<file path="config.mk">
export PLATFORM = sky130hd
export DESIGN_NAME = tbt_interval_timer
export DESIGN_NICKNAME = d
export VERILOG_FILES = /design/src/rtl/tbt_pkg.sv /design/src/rtl/tbt_clear_gen.sv /design/src/rtl/tbt_counter.sv /design/src/rtl/tbt_ctrl_reg.sv /design/src/rtl/tbt_interval_timer.sv
export SDC_FILE = /design/constraint.sdc
export NUM_CORES = 1
export LEC_CHECK = 0
export CAP_MARGIN = 20
export CORE_MARGIN = 3
export CORE_UTILIZATION = 48
export CTS_CLUSTER_SIZE = 24
export DETAILED_ROUTE_END_ITERATION = 10
export PLACE_DENSITY_LB_ADDON = 0.05
export SYNTH_ARGS = -nofsm -noshare
export SYNTH_HDL_FRONTEND = slang
export SYNTH_HIERARCHICAL = 1
export SYNTH_SLANG_ARGS = --single-unit
</file>
<file path="constraint.sdc">
create_clock -name clk -period 2.7 [get_ports clk]
set_input_delay 0.27 -clock clk [delete_from_list [all_inputs] [get_ports clk]]
set_output_delay 0.27 -clock clk [all_outputs]
set_load 0.05 [all_outputs]
</file>
<file path="src/rtl/tbt_pkg.sv">
package tbt_pkg;

    localparam int CTRL_W     = 8;
    localparam int FLAG_BIT   = 7;
    localparam int IE_BIT     = 6;
    localparam int SEL_HI_BIT = 5;
    localparam int SEL_LO_BIT = 1;
    localparam int CLR_BIT    = 0;
    localparam int NUM_SEL    = 4;

    typedef enum logic [2:0] {
        MODE_MAIN     = 3'd0,
        MODE_MAIN_PLL = 3'd1,
        MODE_SUB      = 3'd2,
        MODE_SUB_PLL  = 3'd3,
        MODE_STOP     = 3'd4
    } clk_mode_e;

    typedef struct packed {
        logic       flag;
        logic       ie;
        logic [1:0] sel;
    } ctrl_state_t;

    typedef struct packed {
        logic [2:0] prev_mode;
        logic       wdt_clr;
    } clrgen_state_t;

    function automatic logic mode_on_main(input logic [2:0] m);
        return (m == MODE_MAIN) || (m == MODE_MAIN_PLL);
    endfunction

    function automatic logic mode_off_main(input logic [2:0] m);
        return (m == MODE_SUB) || (m == MODE_SUB_PLL) || (m == MODE_STOP);
    endfunction

endpackage

</file>
<file path="src/rtl/tbt_clear_gen.sv">
module tbt_clear_gen
    import tbt_pkg::*;
(
    input  logic       clk,
    input  logic       rst_n,
    input  logic [2:0] mode_i,
    input  logic       main_run_i,
    input  logic       lvd_rst_i,
    input  logic       sw_clr_i,
    input  logic       wdt_src_sel_i,
    output logic       clr_o,
    output logic       wdt_clr_o
);

    clrgen_state_t st_d, st_q;
    logic          leave_main;

    always_comb begin
        leave_main = mode_on_main(st_q.prev_mode) && mode_off_main(mode_i);
        clr_o      = sw_clr_i || lvd_rst_i || !main_run_i || leave_main;
        st_d           = st_q;
        st_d.prev_mode = mode_i;
        st_d.wdt_clr   = clr_o && wdt_src_sel_i;
    end

    always_ff @(posedge clk or negedge rst_n) begin
        if (!rst_n) begin
            st_q.prev_mode <= MODE_MAIN;
            st_q.wdt_clr   <= 1'b0;
        end else begin
            st_q <= st_d;
        end
    end

    assign wdt_clr_o = st_q.wdt_clr;

    // a watchdog clear only follows a cycle where the source select was high
    assert_wdt_clr_gated_R10: assert property (@(posedge clk) disable iff (!rst_n)
        wdt_clr_o |-> $past(wdt_src_sel_i));

    // leaving main operation always produces a reload request
    assert_mode_exit_clears_R8: assert property (@(posedge clk) disable iff (!rst_n)
        ($past(mode_i) == MODE_MAIN && mode_i == MODE_STOP) |-> clr_o);

endmodule

</file>
<file path="src/rtl/tbt_counter.sv">
module tbt_counter #(
    parameter int CNT_W = 22,
    parameter int TAP0  = 9,
    parameter int TAP1  = 11,
    parameter int TAP2  = 13,
    parameter int TAP3  = 20
) (
    input  logic             clk,
    input  logic             rst_n,
    input  logic             clr_i,
    input  logic [1:0]       sel_i,
    output logic [CNT_W-1:0] cnt_o,
    output logic             tap_rise_o
);

    localparam logic [CNT_W-1:0] RELOAD = '1;
    localparam int TAP_IDX [4] = '{TAP0, TAP1, TAP2, TAP3};

    typedef struct packed {
        logic [CNT_W-1:0] cnt;
        logic             phase;
    } cnt_state_t;

    cnt_state_t       st_d, st_q;
    logic [CNT_W-1:0] cnt_dec;
    logic [3:0]       rise_v;

    assign cnt_dec = st_q.cnt - CNT_W'(1);

    for (genvar g = 0; g < 4; g++) begin : g_tap
        assign rise_v[g] = !clr_i && st_q.phase &&
                           !st_q.cnt[TAP_IDX[g]] && cnt_dec[TAP_IDX[g]];
    end

    always_comb begin
        st_d = st_q;
        if (clr_i) begin
            st_d.cnt   = RELOAD;
            st_d.phase = 1'b0;
        end else begin
            st_d.phase = !st_q.phase;
            if (st_q.phase) begin
                st_d.cnt = cnt_dec;
            end
        end
    end

    always_ff @(posedge clk or negedge rst_n) begin
        if (!rst_n) begin
            st_q.cnt   <= RELOAD;
            st_q.phase <= 1'b0;
        end else begin
            st_q <= st_d;
        end
    end

    assign cnt_o      = st_q.cnt;
    assign tap_rise_o = rise_v[sel_i];

    // any reload request leaves the counter at all ones
    assert_reload_ones_R3: assert property (@(posedge clk) disable iff (!rst_n)
        clr_i |=> (cnt_o == RELOAD));

    // the non-counting phase holds the value
    assert_half_rate_hold_R2: assert property (@(posedge clk) disable iff (!rst_n)
        (!clr_i && !st_q.phase) |=> $stable(cnt_o));

    // the counting phase takes exactly one step
    assert_half_rate_step_R2: assert property (@(posedge clk) disable iff (!rst_n)
        (!clr_i && st_q.phase) |=> (cnt_o == $past(cnt_o) - CNT_W'(1)));

endmodule

</file>
<file path="src/rtl/tbt_ctrl_reg.sv">
module tbt_ctrl_reg
    import tbt_pkg::*;
(
    input  logic              clk,
    input  logic              rst_n,
    input  logic              wr_en_i,
    input  logic [CTRL_W-1:0] wr_data_i,
    input  logic              tap_rise_i,
    output logic [CTRL_W-1:0] rd_data_o,
    output logic [1:0]        sel_o,
    output logic              ie_o,
    output logic              flag_o,
    output logic              sw_clr_o
);

    ctrl_state_t st_d, st_q;

    always_comb begin
        st_d = st_q;
        if (wr_en_i) begin
            st_d.ie  = wr_data_i[IE_BIT];
            st_d.sel = {wr_data_i[SEL_HI_BIT], wr_data_i[SEL_LO_BIT]};
            if (!wr_data_i[FLAG_BIT]) begin
                st_d.flag = 1'b0;
            end
        end
        if (tap_rise_i) begin
            st_d.flag = 1'b1;
        end
    end

    always_ff @(posedge clk or negedge rst_n) begin
        if (!rst_n) begin
            st_q <= '0;
        end else begin
            st_q <= st_d;
        end
    end

    always_comb begin
        rd_data_o             = '0;
        rd_data_o[FLAG_BIT]   = st_q.flag;
        rd_data_o[IE_BIT]     = st_q.ie;
        rd_data_o[SEL_HI_BIT] = st_q.sel[1];
        rd_data_o[SEL_LO_BIT] = st_q.sel[0];
    end

    assign sel_o    = st_q.sel;
    assign ie_o     = st_q.ie;
    assign flag_o   = st_q.flag;
    assign sw_clr_o = wr_en_i && wr_data_i[CLR_BIT];

    // a tap transition sets the flag
    assert_tap_sets_flag_R4: assert property (@(posedge clk) disable iff (!rst_n)
        tap_rise_i |=> flag_o);

    // writing 0 to the flag clears it when no tap transition competes
    assert_flag_write_zero_R5: assert property (@(posedge clk) disable iff (!rst_n)
        (wr_en_i && !wr_data_i[FLAG_BIT] && !tap_rise_i) |=> !flag_o);

    // writing 1 to the flag never sets it
    assert_flag_write_one_R5: assert property (@(posedge clk) disable iff (!rst_n)
        (wr_en_i && wr_data_i[FLAG_BIT] && !tap_rise_i && !flag_o) |=> !flag_o);

endmodule

</file>
<file path="src/rtl/tbt_interval_timer.sv">
module tbt_interval_timer
    import tbt_pkg::*;
#(
    parameter int CNT_W = 22,
    parameter int TAP0  = 9,
    parameter int TAP1  = 11,
    parameter int TAP2  = 13,
    parameter int TAP3  = 20
) (
    input  logic             clk,
    input  logic             rst_n,
    input  logic             main_run_i,
    input  logic [2:0]       mode_i,
    input  logic             lvd_rst_i,
    input  logic             wdt_src_sel_i,
    input  logic             wr_en_i,
    input  logic [7:0]       wr_data_i,
    output logic [7:0]       rd_data_o,
    output logic             irq_o,
    output logic             wdt_clr_o,
    output logic [CNT_W-1:0] timebase_o
);

    logic       clr_w;
    logic       sw_clr_w;
    logic       tap_rise_w;
    logic [1:0] sel_w;
    logic       ie_w;
    logic       flag_w;

    tbt_clear_gen u_clear_gen (
        .clk           (clk),
        .rst_n         (rst_n),
        .mode_i        (mode_i),
        .main_run_i    (main_run_i),
        .lvd_rst_i     (lvd_rst_i),
        .sw_clr_i      (sw_clr_w),
        .wdt_src_sel_i (wdt_src_sel_i),
        .clr_o         (clr_w),
        .wdt_clr_o     (wdt_clr_o)
    );

    tbt_counter #(
        .CNT_W (CNT_W),
        .TAP0  (TAP0),
        .TAP1  (TAP1),
        .TAP2  (TAP2),
        .TAP3  (TAP3)
    ) u_counter (
        .clk        (clk),
        .rst_n      (rst_n),
        .clr_i      (clr_w),
        .sel_i      (sel_w),
        .cnt_o      (timebase_o),
        .tap_rise_o (tap_rise_w)
    );

    tbt_ctrl_reg u_ctrl_reg (
        .clk        (clk),
        .rst_n      (rst_n),
        .wr_en_i    (wr_en_i),
        .wr_data_i  (wr_data_i),
        .tap_rise_i (tap_rise_w),
        .rd_data_o  (rd_data_o),
        .sel_o      (sel_w),
        .ie_o       (ie_w),
        .flag_o     (flag_w),
        .sw_clr_o   (sw_clr_w)
    );

    assign irq_o = flag_w && ie_w;

    // every reload reaches the watchdog when it counts from this timebase
    assert_wdt_follows_clear_R10: assert property (@(posedge clk) disable iff (!rst_n)
        (clr_w && wdt_src_sel_i) |=> wdt_clr_o);

    // a reload never leaves a freshly set flag behind
    assert_clear_beats_flag_R11: assert property (@(posedge clk) disable iff (!rst_n)
        (clr_w && !flag_w) |=> !flag_w);

    // a halted main clock keeps the timebase at all ones
    assert_halt_holds_R7: assert property (@(posedge clk) disable iff (!rst_n)
        !main_run_i |=> (timebase_o == {CNT_W{1'b1}}));

endmodule

</file>
==> impl_metrics.py <==
metrics = {
    "status": {
        "status": "complete, no violations",
    },
    "worst_setup_path": {
        "crit_fanout": 8,
        "cp.arrival_ns": 2.70,
        "critical_path_class": "reg2reg",
        "r2r.worst_path.cells": 5,
        "cp-end-kind": "flip-flop",
        "crit_path_start_kind": "flip-flop",
        "cp.required_ns": 2.91,
    },
    "place": {
        "hpwl_um": 2610,
        "detailedPlace.worstSlack_ns": -0.0457,
        "gp_congestion": 0.794,
        "numPortBuffers": 41,
        "place_inst": 246,
        "placed_area_um2": 2060,
    },
    "route": {
        "routed_wl_um": 3660,
        "viasPerCell": 5.33,
        "drt_iter0_markers": 94,
        "drc_errors": 0,
        "ant_nets": 0,
        "vias": 1355,
        "dr.pass1.iters": 4,
        "wl_per_cell_um": 14.4,
    },
    "synth": {
        "synth_cells": 183,
        "synth_top_area_frac": 0.326,
        "yosysSeqAreaShare": 0.439,
        "netlist_top_cells_area": "dfstp_2 33%, buf_4 13%, dfrtp_1 11%",
        "synth_cell_types": 43,
        "yosysWarnings": 6,
        "synthArstFlopShare": 1.00,
        "synth_edf_count": 0,
        "syn_area_per_cell_um2": 9.69,
        "netlist_area_um2": 1770,
        "ys.flop_type": "dfstp_2",
        "yosysTopAreaCell": "dfstp_2",
        "ys_seq_elements": 30,
    },
    "floorplanning": {
        "core-area_um2": 3440,
        "die-area_um2": 4460,
        "io_pins": 49,
        "initial_utilization": 0.515,
        "die_y_um": 66.8,
        "rows": 21,
        "die_x_um": 66.8,
    },
    "pwr": {
        "power_mw": 1.02,
        "ir_drop_v": 0.000323,
        "leakage_nw": 0.792,
        "p_per_area_nw_per_um2": 469,
        "seqPwrFrac": 0.461,
        "switching_share": 0.230,
        "switching_power_uw": 234,
        "combPwrFrac": 0.111,
        "p_int_uw": 781,
        "p_clk_frac": 0.429,
    },
    "clocking": {
        "cts_tree": "built",
        "clk_transition_reported_paths_ns": 0.06,
        "cts_max_path_buffers": 2,
        "cts_root_buf": "clkbuf_8",
        "cts_sinks": 30,
        "numCtsBuffers": 5,
        "cts-resized-gates": 0,
        "postCtsHoldBufs": 0,
        "clk-insertion-delay-late_ns": 0.28,
        "cts_setup_buffers": 0,
        "htreeDepth": 2,
    },
    "timing": {
        "finClkSkew_ns": 0.00694,
        "layout_min_cycle_time_ns": 2.48,
        "fmax_mhz": 402,
        "rsz0062_at_grt": "false",
        "maxSlewViolCount": 0,
        "setup_viol": 0,
        "worst_pin_slew_ns": 0.646,
        "setup_ws_ns": 0.215,
        "relSlewSlack": 0.558,
        "finalHoldViolCount": 0,
        "fin_hold_ws_ns": 0.385,
        "tns_ns": 0,
        "fin_crit_sh": 0.920,
    },
    "global_routing": {
        "antenna_found_initial": 0,
        "grt_pass1_vias": 1317,
        "grt_usage": 0.181,
        "grt_overflow": 0,
        "grt_max_degree": 31,
        "grt_pass1_wl_um": 5980,
    },
    "cells_and_area": {
        "fin_util": 0.629,
        "drive_above_1_share": 0.255,
        "layout.cells.non_filler": 254,
        "finalInstanceArea_um2": 2160,
        "syn_to_final_growth_pct": 22.1,
        "diodes": 0,
        "nNetsFinal": 225,
    },
    "job": {
        "max_cap_viol_count": 0,
    },
    "hold_path": {
        "hp-class": "in2async",
    },
}
per-layer routing:
| metal | vias to the layer above | GRT usage | part of all wire |
|---|---|---|---|
| met5 | - | 0 | 0 |
| met4 | 0 | 0.0914 | 0.015 |
| met3 | 6 | 0.0573 | 0.054 |
| met2 | 41 | 0.272 | 0.48 |
| met1 | 638 | 0.232 | 0.45 |
| li1 | 670 | - | - |
cell usage after synthesis, types with 3 or more instances:
library cell,n
buf_4,30
dfstp_2,22
nand2_1,14
nand3_1,14
dfrtp_1,8
o21ai_0,8
xnor2_1,8
nor4_1,7
or3_1,7
nor2_1,6
inv_1,5
o31ai_1,5
or4_2,5
or4_1,4
clkbuf_1,3
mux2_2,3
nor3_1,3
cell usage in the layout (no fill, tap or decap), drive strengths merged, types with 2 or more instances in the layout:
cell,instances
clkdlybuf4s50,41
dfstp,22
nand2,14
nand3,14
buf,10
or4,10
o21ai,9
or3,9
dfrtp,8
xnor2,8
nor4,7
nor2,7
clkbuf,7
inv,5
o31ai,5
conb,4
nor3,3
mux2,3
nor3b,3
nor2b,2
nand4,2
and2,2
a21boi,2
registers in the layout, summed over array words and instances, names as in the netlist:
register and count:
u_counter/cnt_o 22, u_clear_gen/st_q 2, u_counter/st_q 1, u_clear_gen/wdt_clr_o 1, u_ctrl_reg/flag_o 1, u_ctrl_reg/ie_o 1, u_ctrl_reg/sel_o 2
final timing paths:
kind,startpoint,end,slack [ns]
setup reg to reg,u_counter/cnt_o[4]$_DFFE_PN1N_,u_counter/cnt_o[17]$_DFFE_PN1N_,0.22
max in group asynchronous,rst_n,u_counter/cnt_o[2]$_DFFE_PN1N_,2.00
setup / recovery,u_counter/cnt_o[4]$_DFFE_PN1N_,u_counter/cnt_o[17]$_DFFE_PN1N_,0.22
min in group clk,mode_i[2],u_clear_gen/st_q[3]$_DFF_PN0_,0.49
hold / removal,rst_n,u_clear_gen/wdt_clr_o$_DFF_PN0_,0.39
hold reg to reg,u_counter/cnt_o[21]$_DFFE_PN1N_,u_counter/cnt_o[21]$_DFFE_PN1N_,0.51
worst max-delay path, stage by stage (launching register included):
cell     delay [ns]
dfstp_2        0.39
or3_1          0.51
or4_1          0.68
buf_4          0.21
or4_2          0.53
nand3_1        0.11
power by group through the flow:
stage	Clock [mW]	Combinational [mW]	Sequential, mW
global placement	0	0.112	0.474
CTS	0.447	0.114	0.468
global route	0.469	0.120	0.469
floorplan	0	0.0583	0.486
finish	0.435	0.112	0.468
detailed placement	0	0.113	0.474
cell families after synthesis:
| logic type | count (synthesis) | share of synthesized area |
|---|---|---|
| fa+ha+maj | 1 | 0.00706 |
| mux | 3 | 0.0191 |
| flops | 30 | 0.439 |
| xor+xnor | 8 | 0.0395 |
| simple gates | 77 | 0.255 |
| buf+inv | 42 | 0.162 |
| compound gates | 21 | 0.0762 |
| other cells | 1 | 0.00212 |
area by class of cell:
| cell class | instances | area, um2 |
|---|---|---|
| clock inverter | 1 | 30.0 |
| multi-input combinational | 114 | 718 |
| clock buffer | 7 | 76.3 |
| tap | 46 | 57.6 |
| sequential | 30 | 778 |
| inverter | 5 | 18.8 |
| timing repair buffer | 51 | 485 |
| fill | 301 | 1280 |
(Power assumes the default switching activity.)
